File: config.mk
export PLATFORM = sky130hd
export DESIGN_NAME = fsbb_gate_steer
export DESIGN_NICKNAME = d
export VERILOG_FILES = /design/src/rtl/fsbb_pkg.sv /design/src/rtl/fsbb_rst_sync.sv /design/src/rtl/fsbb_period_latch.sv /design/src/rtl/fsbb_leg_map.sv /design/src/rtl/fsbb_gate_reg.sv /design/src/rtl/fsbb_gate_steer.sv
export SDC_FILE = /design/constraint.sdc
export NUM_CORES = 1
export LEC_CHECK = 0
export ABC_AREA = 1
export BUFFER_PORTS_ARGS = -buffer_cell sky130_fd_sc_hd__buf_4
export CORE_AREA = 4 4 41 43
export DETAILED_ROUTE_END_ITERATION = 7
export DIE_AREA = 0 0 45 47
export GPL_TIMING_DRIVEN = 0
export SLEW_MARGIN = 20
export SYNTH_ARGS = -nofsm -noshare
export SYNTH_HDL_FRONTEND = slang
export SYNTH_SLANG_ARGS = --single-unit
export TNS_END_PERCENT = 5
File: constraint.sdc
create_clock -name clk -period 0.9 [get_ports clk]
set_clock_uncertainty 0.05 [all_clocks]
set_input_delay 0.045 -clock clk [delete_from_list [all_inputs] [get_ports clk]]
set_output_delay 0.045 -clock clk [all_outputs]
set_load 0.1 [all_outputs]
File: src/rtl/fsbb_pkg.sv
package fsbb_pkg;

  typedef enum logic [1:0] {
    MODE_BUCK  = 2'b00,
    MODE_BOOST = 2'b01,
    MODE_ALT   = 2'b10,
    MODE_RSVD  = 2'b11
  } conv_mode_e;

  localparam int unsigned GATE_N    = 4;
  localparam int unsigned MODE_W    = 2;
  localparam int unsigned LEG_N     = GATE_N / 2;

endpackage

File: src/rtl/fsbb_rst_sync.sv
module fsbb_rst_sync #(
  parameter int unsigned STAGES = 2
) (
  input  logic clk,
  input  logic arst_n,
  output logic srst_n
);

  logic [STAGES-1:0] chain_q;

  always_ff @(posedge clk or negedge arst_n) begin
    if (!arst_n) begin
      chain_q <= '0;
    end else begin
      chain_q <= {chain_q[STAGES-2:0], 1'b1};
    end
  end

  assign srst_n = chain_q[STAGES-1];

endmodule

File: src/rtl/fsbb_period_latch.sv
module fsbb_period_latch
  import fsbb_pkg::*;
#(
  parameter bit ALT_START_BOOST = 1'b0
) (
  input  logic       clk,
  input  logic       rst_n,
  input  logic       period_start,
  input  conv_mode_e mode_req,
  input  logic       dir_req,
  output conv_mode_e mode_q,
  output logic       dir_q,
  output logic       phase_q,
  output conv_mode_e mode_nx,
  output logic       dir_nx,
  output logic       phase_nx
);

  localparam logic START_PHASE = ALT_START_BOOST;

  logic ld_en;

  assign ld_en = period_start;

  // next-state: mode and direction are sampled only at a period boundary
  always_comb begin
    mode_nx  = mode_q;
    dir_nx   = dir_q;
    phase_nx = phase_q;
    if (ld_en) begin
      dir_nx = dir_req;
      if (mode_req != MODE_RSVD) begin
        mode_nx = mode_req;
      end
      if (mode_nx == MODE_ALT) begin
        phase_nx = (mode_q == MODE_ALT) ? ~phase_q : START_PHASE;
      end else begin
        phase_nx = START_PHASE;
      end
    end
  end

  always_ff @(posedge clk or negedge rst_n) begin
    if (!rst_n) begin
      mode_q  <= MODE_BUCK;
      dir_q   <= 1'b1;
      phase_q <= START_PHASE;
    end else if (ld_en) begin
      mode_q  <= mode_nx;
      dir_q   <= dir_nx;
      phase_q <= phase_nx;
    end
  end

endmodule

File: src/rtl/fsbb_leg_map.sv
module fsbb_leg_map
  import fsbb_pkg::*;
(
  input  conv_mode_e        mode,
  input  logic              dir_fwd,
  input  logic              phase,
  input  logic              pwm_buck,
  input  logic              pwm_boost,
  output logic [GATE_N-1:0] gates,
  output logic              boost_cyc
);

  logic left_static;
  logic mod_src;
  logic [LEG_N-1:0] leg_static;
  logic [1:0] leg_pair [LEG_N];

  always_comb begin
    boost_cyc   = (mode == MODE_BOOST) || ((mode == MODE_ALT) && phase);
    // forward step-up and reverse step-down keep the switch-1 leg static
    left_static = (boost_cyc == dir_fwd);
    mod_src     = boost_cyc ? pwm_boost : pwm_buck;
    leg_static  = {~left_static, left_static};
  end

  // each leg: static leg drives upper on / lower off, switching leg carries
  // the stream on one device and its complement on the other
  for (genvar g = 0; g < LEG_N; g++) begin : g_leg
    always_comb begin
      if (leg_static[g]) begin
        leg_pair[g] = (g == 0) ? 2'b01 : 2'b01;
      end else if (g == 0) begin
        leg_pair[g] = {~mod_src, mod_src};
      end else begin
        leg_pair[g] = {mod_src, ~mod_src};
      end
    end
    assign gates[2*g +: 2] = leg_pair[g];
  end

endmodule

File: src/rtl/fsbb_gate_reg.sv
module fsbb_gate_reg
  import fsbb_pkg::*;
(
  input  logic              clk,
  input  logic              rst_n,
  input  logic              run,
  input  logic [GATE_N-1:0] gates_in,
  input  logic              boost_in,
  output logic [GATE_N-1:0] gates_q,
  output logic              boost_q
);

  logic [GATE_N-1:0] gates_nx;

  always_comb begin
    gates_nx = run ? gates_in : '0;
  end

  always_ff @(posedge clk or negedge rst_n) begin
    if (!rst_n) begin
      gates_q <= '0;
      boost_q <= 1'b0;
    end else begin
      gates_q <= gates_nx;
      boost_q <= boost_in;
    end
  end

endmodule

File: src/rtl/fsbb_gate_steer.sv
module fsbb_gate_steer
  import fsbb_pkg::*;
#(
  parameter int unsigned RST_STAGES      = 2,
  parameter bit          ALT_START_BOOST = 1'b0
) (
  input  logic              clk,
  input  logic              arst_n,
  input  logic              run_en,
  input  logic              dir_fwd,
  input  logic [MODE_W-1:0] mode_sel,
  input  logic              period_start,
  input  logic              pwm_buck,
  input  logic              pwm_boost,
  output logic [GATE_N-1:0] gate_sw,
  output logic              boost_cycle
);

  logic              rst_sync_n;
  conv_mode_e        mode_q;
  conv_mode_e        mode_nx;
  logic              dir_q;
  logic              dir_nx;
  logic              phase_q;
  logic              phase_nx;
  logic [GATE_N-1:0] gates_raw;
  logic              boost_raw;

  fsbb_rst_sync #(.STAGES(RST_STAGES)) u_rst (
    .clk    (clk),
    .arst_n (arst_n),
    .srst_n (rst_sync_n)
  );

  fsbb_period_latch #(.ALT_START_BOOST(ALT_START_BOOST)) u_latch (
    .clk          (clk),
    .rst_n        (rst_sync_n),
    .period_start (period_start),
    .mode_req     (conv_mode_e'(mode_sel)),
    .dir_req      (dir_fwd),
    .mode_q       (mode_q),
    .dir_q        (dir_q),
    .phase_q      (phase_q),
    .mode_nx      (mode_nx),
    .dir_nx       (dir_nx),
    .phase_nx     (phase_nx)
  );

  // map with next-state so the new period starts on the pulse edge
  fsbb_leg_map u_map (
    .mode      (mode_nx),
    .dir_fwd   (dir_nx),
    .phase     (phase_nx),
    .pwm_buck  (pwm_buck),
    .pwm_boost (pwm_boost),
    .gates     (gates_raw),
    .boost_cyc (boost_raw)
  );

  fsbb_gate_reg u_out (
    .clk      (clk),
    .rst_n    (rst_sync_n),
    .run      (run_en),
    .gates_in (gates_raw),
    .boost_in (boost_raw),
    .gates_q  (gate_sw),
    .boost_q  (boost_cycle)
  );

endmodule

# Yosys cells after proc, flatten, opt, wreduce, memory -nomap -nowiden
# Cells that the tools add are included.
op_classes:
  n_eq_ne: 6
  n_mux: 11
  bitwise: 2
  n_reduce_logical: 2
op_table:
  columns: ["op", "n"]
  rows:
  - ["$mux 2", 5]
  - ["$eq 2x2->1 const B", 3]
  - ["$mux 1", 5]
  - ["$mux 4", 1]
  - ["$eq 2x1->1 const B", 1]
  - ["$ne 2x2->1 const B", 1]
  - ["$not 1->1", 2]
  - ["$eq 1x1->1", 1]
  - ["$logic_and 1x1->1", 1]
  - ["$logic_or 1x1->1", 1]
totals:
  ff_bits: 11
  elab_cells: 27

# Depth between registers and ports, before layout
# Gate-level depths: netlist of the first run.
depth:
  word_depth: 12
  mapped_depth: 11
  ltp_nobuf: 11

# Modules after synthesis
# Synthesis of the first run repeated with hierarchy kept, for this count alone.
hier_totals:
  hier_cells: 71
  area_unflattened_um2: 525.5
modules_own_cells:
  columns: ["module", "n_inst", "cells_each", "area_per_inst_um2", "seq_area_each_um2"]
  rows:
  - ["fsbb_period_latch", 1, 28, 196.4, 101.3]
  - ["fsbb_gate_reg", 1, 13, 155.1, 125.1]
  - ["fsbb_leg_map", 1, 27, 120.1, 0.0]
  - ["fsbb_rst_sync", 1, 3, 53.8, 50.0]

# Worst setup path after synthesis of the first run
# OpenSTA, ideal clock, no wires.
synth_path:
  path_kind: "reg-to-reg"
  start: "register u_latch.mode_q[0]"
  end: "register u_out.gates_q[1]"
  setup_ns: 0.071
  t_arrival_ns: 1.115
  path_slack_ns: -0.336
  stages_incl_launch_ff: 12
  n_path_buf: 0
  path_cell_list: "dfrtp_1 inv_1 nand2_1 nand2_1 nand2_1 nand2_1 nand3_4 nand2_4 nand2_1 nand2_1 nand2_1 nor2_1"
synth_between:
  elab_chain_cells: 11
  word_cells_on_any_way: 17
  classes_between: "eq/ne: 5; mux: 9; bitwise: 1; reduce/logical: 2"
synth_rtl:
  columns: ["element", "line_no", "text"]
  rows:
  - ["start: declaration", "fsbb_period_latch.sv:11", "output conv_mode_e mode_q,"]
  - ["start signal: assignment", "fsbb_period_latch.sv:49", "mode_q <= mode_nx;"]
  - ["$mux 2", "fsbb_period_latch.sv:32", "if (mode_req != MODE_RSVD) begin"]
  - ["$mux 2", "fsbb_period_latch.sv:30", "if (ld_en) begin"]
  - ["$eq 2x2->1", "fsbb_period_latch.sv:35", "if (mode_nx == MODE_ALT) begin"]
  - ["$mux 1", "fsbb_period_latch.sv:35", null]
  - ["$mux 1", "fsbb_period_latch.sv:30", null]
  - ["$logic_and 1x1->1", "fsbb_leg_map.sv:19", "boost_cyc = (mode == MODE_BOOST) || ((mode == MODE_ALT) && phase);"]
  - ["$logic_or 1x1->1 *", "fsbb_leg_map.sv:19", null]
  - ["via boost_raw", "fsbb_gate_steer.sv:27", "logic boost_raw;"]
  - ["$mux 1", "fsbb_leg_map.sv:22", "mod_src = boost_cyc ? pwm_boost : pwm_buck;"]
  - ["$not 1->1", "fsbb_leg_map.sv:33", "leg_pair[g] = {~mod_src, mod_src};"]
  - ["$mux 2 *", "fsbb_leg_map.sv:30", "if (leg_static[g]) begin"]
  - ["$mux 4 *", "fsbb_gate_reg.sv:16", "gates_nx = run ? gates_in : '0;"]
  - ["via u_out.gates_nx[1]", "fsbb_gate_reg.sv:13", "logic [GATE_N-1:0] gates_nx;"]
  - ["end signal: assignment", "fsbb_gate_reg.sv:24", "gates_q <= gates_nx;"]
  - ["end: declaration", "fsbb_gate_reg.sv:9", "output logic [GATE_N-1:0] gates_q,"]
# Mark *: on every way through the listed nets, which the timed path passes. The rest lies on a longest branch. The select of a mux whose other input is x is not followed.
# A chain may end at the register's enable or synchronous reset.

# Worst setup path after layout of the first run
layout_path:
  start: "register u_latch.mode_q[0]"
  end: "register u_out.gates_q[3]"
layout_between:
  elab_chain_cells: 10
  word_cells_on_any_way: 16
  classes_between: "eq/ne: 5; mux: 9; reduce/logical: 2"
layout_rtl:
  columns: ["element", "line_no"]
  rows:
  - ["$mux 2", "fsbb_period_latch.sv:32"]
  - ["$mux 2", "fsbb_period_latch.sv:30"]
  - ["$eq 2x2->1", "fsbb_period_latch.sv:35"]
  - ["$mux 1", "fsbb_period_latch.sv:35"]
  - ["$mux 1", "fsbb_period_latch.sv:30"]
  - ["$logic_and 1x1->1", "fsbb_leg_map.sv:19"]
  - ["$logic_or 1x1->1 *", "fsbb_leg_map.sv:19"]
  - ["via boost_raw", "fsbb_gate_steer.sv:27"]
  - ["$mux 1 / $eq 1x1->1 (equally long branches)", "fsbb_leg_map.sv:22, fsbb_leg_map.sv:21"]
  - ["$mux 2 *", "fsbb_leg_map.sv:30"]
  - ["$mux 4 *", "fsbb_gate_reg.sv:16"]
  - ["via u_out.gates_nx[3]", "fsbb_gate_reg.sv:13"]
# Marks and branches as above.

==> results of run 1 <==
## state kept, by name (all words and copies together), names as in the netlist
name,cells
u_latch.mode_q,2
u_latch.dir_q,1
u_latch.phase_q,1
u_out.boost_q,1
u_out.gates_q,4
u_rst.chain_q,2
## power by group through the flow
stage                     sequential [mW]  combinational, mW  clock (mW)
after detailed placement            0.571              0.407           0
final                               0.570              0.456       0.316
after CTS                           0.569              0.444       0.327
after floorplan                     0.737              0.141           0
after global routing                0.575              0.487       0.353
after global placement              0.571              0.404           0
## placed cells by master, fill, tap and decap left out
cell	count
sky130_fd_sc_hd__or2_1	1
sky130_fd_sc_hd__clkbuf_4	3
sky130_fd_sc_hd__nand2_1	18
sky130_fd_sc_hd__a21oi_1	2
sky130_fd_sc_hd__nand3_2	1
sky130_fd_sc_hd__dfstp_2	1
sky130_fd_sc_hd__buf_4	10
sky130_fd_sc_hd__nor2_1	2
sky130_fd_sc_hd__buf_8	5
sky130_fd_sc_hd__dfrtp_1	10
sky130_fd_sc_hd__inv_1	7
sky130_fd_sc_hd__nand2_4	1
sky130_fd_sc_hd__nand3_1	4
sky130_fd_sc_hd__nand3_4	1
sky130_fd_sc_hd__nand4_4	1
sky130_fd_sc_hd__inv_2	2
sky130_fd_sc_hd__conb_1	1
sky130_fd_sc_hd__clkbuf_1	1
sky130_fd_sc_hd__dlygate4sd3_1	1
sky130_fd_sc_hd__nor2_2	1
sky130_fd_sc_hd__o21ai_2	1
sky130_fd_sc_hd__nand3b_1	1
sky130_fd_sc_hd__nand2_2	7
## metal layers
layer / GRT usage (%) / vias to the layer above / part of all wire (%)
li1: - / 229 / -
met1: 13.00 / 195 / 45
met2: 14.69 / 6 / 48
met3: 3.448 / 2 / 5.1
met4: 7.018 / 0 / 1.2
met5: 0 / - / 0
## area by class of cell
type	instances	share of cell area [%]
Sequential cell	11	36.53
Multi-Input combinational cell	42	31.90
Timing Repair Buffer	16	21.16
Inverter	9	4.463
Clock buffer	4	3.471
Tap cell	15	2.479
## timing repair
| item | in CTS | in global routing |
|---|---|---|
| gates cloned | 0 | 0 |
| endpoints found under the setup margin | 11 | 12 |
| hold endpoints to repair | 2 | 0 |
| resized for setup | 8 | 5 |
| hold buffers | 1 | 0 |
| setup buffers | 1 | 1 |
| pin swaps | 4 | 7 |
## critical path, delay by kind of cell, from the launching register on
family	cells	cell delay (ns)
simple gates	10	0.76
buf+inv	1	0.08
flops	1	0.37
## cell families after synthesis
family          count (synthesis)  share of synthesized area [%]
flops                          11                          51.76
buf+inv                         9                          6.323
compound gates                  3                          3.513
other cells                     1                         0.7019
simple gates                   38                          37.71
## worst paths after layout
kind	slack, ns	to	depth (start not counted)
setup / recovery	-0.44	u_out.gates_q[3]$_DFF_PN0_	11
hold / removal	0.0006	u_out.gates_q[3]$_DFF_PN0_	3
setup reg to reg	-0.44	u_out.gates_q[3]$_DFF_PN0_	11
hold reg to reg	0.10	u_latch.phase_q$_DFFE_PN0P_	0
max in group asynchronous	0.41	u_latch.dir_q$_DFFE_PN1P_	0
min in group asynchronous	0.05	u_rst.chain_q[1]$_DFF_PN0_	2
## metrics by stage
step | cells | power, mW | TNS [ns] | hold slack [ns] | worst slack (ns)
final | 97 | 1.341 | -1.963 | 0.0005683 | -0.4412
after global routing | 97 | 1.416 | -2.768 | 0.03110 | -0.5839
after CTS | 96 | 1.341 | -1.961 | 0.01129 | -0.4156
after detailed placement | 90 | 0.9780 | -1.755 | -0.2221 | -0.4095
after global placement | 90 | 0.9757 | -1.660 | -0.2226 | -0.3902
after floorplan | 62 | 0.8773 | -1.589 | -0.3006 | -0.2859
==> flow_summary.toml, run 1 <==
[floorplanning]
floorplan.io_pins = 14
starting_density_of_the_core_pct = 41.06
die_w_um = 45
floorplan.rows = 13
dieHeight_um = 47
design.core.area_mm2 = 0.001301
die_area_mm2 = 0.002115

[run_status]
violations = "setup timing"
status = "finished, violations left"

[drt]
drt_first_pass_iters = 2
antenna_left = 0
routedWlPerCell_um = 9.134
routed_wire_length_um = 886
route.detailed.vias_per_inst = 4.454
drt_iter0_drc = 1
num_vias = 432
drt_drc_violations_left = 0

[yosys]
synth-seq-area-share_pct = 51.76
synth_seq_cells = 11
ys_dominant_reg_cell = "sky130_fd_sc_hd__dfrtp_1"
ys_warn_count = 0
netlist_instances = 62
synth_enable_flop_cells = 0
synth_cell_type_count = 16
yosysMostFrequentCell = "sky130_fd_sc_hd__nand2_1"
synthesis.area_um2 = 534.3
synth_top_cells_by_count = "sky130_fd_sc_hd__nand2_1 (22), sky130_fd_sc_hd__dfrtp_1 (10), sky130_fd_sc_hd__inv_1 (8)"
synth.top_cell.area_share_pct = 46.84
synth_top_area_cell = "sky130_fd_sc_hd__dfrtp_1"
synth-async-reset-ratio_pct = 100.0
netlist_top_cells_area = "sky130_fd_sc_hd__dfrtp_1 (47%), sky130_fd_sc_hd__nand2_1 (15%), sky130_fd_sc_hd__inv_1 (5.6%)"
postSynthNetCount = 71
avgSynthCellArea_um2 = 8.617

[global_routing]
grt.overflow.total = 0
grt_total_usage_pct = 10.25
vias_in_the_first_global_route = 393
pin_count_of_the_biggest_net_entering_global_routing = 10
grt_pass1_wl_um = 1531
antenna_found_initial = 0

[worst_setup_path]
timing.critical_path.from_type = "flop"
crit_top_cell = "sky130_fd_sc_hd__nand2_1"
worstSetupStartpoint = "u_latch.mode_q[0]$_DFFE_PN0P_"
crit_chain = "inv_2, nand2_1, nand2_1, nand2_2, nand2_2, nand3_4, nand2_4, nand2_1, nand2_1, nand2_1, nor2_1"
critical_path.max_stage_delay_ns = 0.37
timing.critical_path.fanout_max = 5
crit_required_ns = 1.03
critical-path-slowest-cell = "sky130_fd_sc_hd__dfrtp_1"
timing.setup.critical_path_class = "flop to flop"
timing.critical_path.to_type = "flop"
cp_data_arrival_time_ns = 1.48
crit-reg2reg-launch = "u_latch.mode_q[0]$_DFFE_PN0P_"

[placement]
gp_routability_congestion = 0.7209
place.port_buffers = 13
detailed_place_hpwl_um = 736.8
placedInstanceArea_um2 = 660.6

[finish]
area_growth_syn_to_layout_pct = 41.69
n_fill_cell = 126
finish.instance_area_um2 = 757.0
register_area_um2 = 276.5
n_antenna_cell = 0
post_route_cells_drive_above_1_share_pct = 41.46
multi_input_combinational_cell_area_um2 = 241.5
num-nets-final = 92
fin_util_pct = 58.17

[power_and_ir_drop]
leakage_nw = 0.3909
power.ir.vdd_worst_mv = 0.7874
total_switching_power_uw = 476.8
cellInternalPower_uw = 864.4
power.sequential.fraction_pct = 42.5
power_frac_clock_pct = 23.6
comb_power_share_pct = 34.0
power.share.switching_pct = 35.55
power.density_cell_area_mw_per_mm2 = 1772

[sta]
finalMaxSlewViolations = 0
report.final.hold_viol_count = 0
layout_worst_path_cycle_share_pct = 149.0
fmaxAchievable_ghz = 0.7456
unrepaired_setup_endpoints_after_global_routing = "yes"
setup_violations = 11
post-route-min-period_ns = 1.341
postLayoutSetupSlackWorst_ns = -0.4412

[min_path]
worstHoldStart = "run_en"
hold_class = "primary input to flop"

[clocking]
clock_sinks = 11
clock_insertion_delay_worst_skew_ns = 0.26
clock-root-buffer = "sky130_fd_sc_hd__clkbuf_4"
clk_path_buf_depth = 2
cts_tree = "yes"
cts-buffers-inserted = 3
ctsHtreeMaxLevel = 1
cts.reportedPaths.clkPinSlew_ns = 0.07

[flow_run]
max_cap_viol = 0
(Power assumes the default switching activity.)
==> inputs of run 2 (changes only) <==
- PLACE_DENSITY_LB_ADDON: default -> 0.12
==> run 2 against run 1 <==
Net effect: the flow still finishes with violations (setup timing); sequential share of layout area decreased by 1.2 points; clock power about the same; maximum frequency increased by 2.8%; largest cell class unchanged; sequential cell count unchanged; final area increased by 3.5%; critical path type unchanged; critical path depth decreased by 1; via count increased by 6.7%; sequential power about the same; register-to-register slack improved by 0.04 ns.
==> flow_summary.toml, run 2 (synthesis gave the netlist of run 1 again) <==
[run_status]
status = "finished, violations left"
violations = "setup timing"

[sta]
post-route-min-period_ns = 1.305
fmaxAchievable_ghz = 0.7663
report.final.hold_viol_count = 0
finalMaxSlewViolations = 0
postLayoutSetupSlackWorst_ns = -0.4050
setup_violations = 12
unrepaired_setup_endpoints_after_global_routing = "yes"
timing.setup.tns_ns = -2.197
layout_worst_path_cycle_share_pct = 145.0
fin_hold_ws_ns = 0.01685

[finish]
most_common_cell_after_layout_fill_and_taps_aside = "sky130_fd_sc_hd__nand2_1"
regMostFlops = "u_out.gates_q"
leading_registers_by_flop_count = "u_out.gates_q (4), u_latch.mode_q (2), u_rst.chain_q (2)"
area_growth_syn_to_layout_pct = 46.60
layoutNonFillerInstCount = 99
most-common-layout-cells = "sky130_fd_sc_hd__nand2_1 (17), sky130_fd_sc_hd__buf_4 (12), sky130_fd_sc_hd__dfrtp_1 (10), sky130_fd_sc_hd__nand2_2 (7), sky130_fd_sc_hd__inv_1 (7)"
num-nets-final = 94
fin_util_pct = 60.19
largest_reg_flops = 4
n_antenna_cell = 0
post_route_cells_drive_above_1_share_pct = 45.24

[worst_setup_path]
critical_path.max_stage_delay_ns = 0.39
timing.setup.critical_path_class = "flop to flop"
crit_chain = "inv_1, nand2_1, nand3_2, nand2_2, nand3_4, nand2_4, nand2_1, nand2_2, nand2_1, nor2_1"
crit_top_cell = "sky130_fd_sc_hd__nand2_1"
r2r.worst_path.cells = 10
worst_path_dominant_cell_family = "simple AND/OR/NAND/NOR gates"
timing.critical_path.fanout_max = 5
crit_required_ns = 1.04
timing.critical_path.from_type = "flop"
cp_data_arrival_time_ns = 1.45
critical-path-slowest-cell = "sky130_fd_sc_hd__dfrtp_1"
timing.critical_path.to_type = "flop"
critical_path_depth = 10
cp_buf_inv_count = 1

[global_routing]
grt_pass1_wl_um = 1628
grt_total_usage_pct = 11.22
grt.overflow.total = 0
antenna_found_initial = 0
pin_count_of_the_biggest_net_entering_global_routing = 10
vias_in_the_first_global_route = 403

[floorplanning]
die_area_mm2 = 0.002115
dieHeight_um = 47
floorplan.rows = 13
starting_density_of_the_core_pct = 41.06
floorplan.io_pins = 14
design.core.area_mm2 = 0.001301
die_w_um = 45

[power_and_ir_drop]
power.ir.vdd_worst_mv = 0.8412
power.sequential.fraction_pct = 41.6
total_switching_power_uw = 490.6
cellInternalPower_uw = 881.1
leakage_nw = 0.4035
power.total_mw = 1.372
power_frac_clock_pct = 23.2
power.share.switching_pct = 35.77
power.density_cell_area_mw_per_mm2 = 1751
comb_power_share_pct = 35.2

[drt]
routed_wire_length_um = 945
antenna_left = 0
drt_iter0_drc = 10
route.detailed.vias_per_inst = 4.657
num_vias = 461
routedWlPerCell_um = 9.545
drt_drc_violations_left = 0
drt_first_pass_iters = 4

[clocking]
clock_sinks = 11
clk_path_buf_depth = 2
cts-buffers-inserted = 3
cts.reportedPaths.clkPinSlew_ns = 0.06
clock-root-buffer = "sky130_fd_sc_hd__clkbuf_4"
clock_insertion_delay_worst_skew_ns = 0.26
cts_tree = "yes"
ctsHtreeMaxLevel = 1

[placement]
detailed_place_hpwl_um = 774.8
place_inst = 90
place.port_buffers = 13
gp_routability_congestion = 0.6958

[min_path]
hold_class = "primary input to flop"
hold_depth = 3

[flow_run]
max_cap_viol = 0
## run 2: changes by cell type in the layout (fill, tap and decap cells not counted)
cell / change
sky130_fd_sc_hd__buf_4: +2
sky130_fd_sc_hd__a21oi_1: -1
sky130_fd_sc_hd__a21oi_2: +1
sky130_fd_sc_hd__nand2_1: -1
sky130_fd_sc_hd__nand2_4: +1
## run 2: path summary, 6_finish.rpt
check | startpoint | end | slack (ns)
setup / recovery | u_latch.mode_q[1]$_DFFE_PN0P_ | u_out.gates_q[1]$_DFF_PN0_ | -0.40
hold / removal | run_en | u_out.gates_q[3]$_DFF_PN0_ | 0.02
setup reg to reg | u_latch.mode_q[1]$_DFFE_PN0P_ | u_out.gates_q[1]$_DFF_PN0_ | -0.40
hold reg to reg | u_rst.chain_q[1]$_DFF_PN0_ | u_latch.mode_q[1]$_DFFE_PN0P_ | 0.10
max in group asynchronous | u_rst.chain_q[1]$_DFF_PN0_ | u_latch.dir_q$_DFFE_PN1P_ | 0.40
min in group asynchronous | arst_n | u_rst.chain_q[1]$_DFF_PN0_ | 0.05
## run 2: worst min-delay path: cells and delay by family
kind,cells,cell delay (ns)
buffers and inverters,2,0.15
and+or+nand+nor,1,0.10
## run 2: layout make-up
| cell class | count | area (um2) |
|---|---|---|
| multi-input combinational | 42 | 252.7 |
| clock buffer | 4 | 26.28 |
| sequential | 11 | 276.5 |
| fill | 137 | 518.0 |
| timing repair buffer | 18 | 175.2 |
| inverter | 9 | 33.78 |
| tap | 15 | 18.77 |
## run 2: per-stage QoR
stage / cell area (um2) / setup slack, ns
final: 783.3 / -0.4050
after global routing: 783.3 / -0.5547
after CTS: 738.2 / -0.4030
after detailed placement: 660.6 / -0.3975
after global placement: 660.6 / -0.3917
after floorplan: 544.3 / -0.2859
## run 2: power by group through the flow
stage | clock network, mW | logic (mW) | registers [mW]
global route | 0.364 | 0.518 | 0.576
finish | 0.319 | 0.482 | 0.571
floorplan | 0 | 0.141 | 0.737
global placement | 0 | 0.405 | 0.570
CTS | 0.332 | 0.445 | 0.568
detailed placement | 0 | 0.409 | 0.571
## run 2: timing repair
| action | CTS | global route |
|---|---|---|
| pin swaps | 4 | 7 |
| setup endpoints to repair | 11 | 13 |
| gates resized for setup | 7 | 9 |
| hold endpoints to repair | 2 | 0 |
| hold buffers | 1 | 0 |
| buffers inserted | 2 | 2 |
## run 2: layer usage
layer / share of wire, % / GRT usage (%)
met1: 40 / 12.80
met4: 2.0 / 7.018
met3: 7.6 / 4.598
met2: 50 / 17.51
met5: 0 / 0
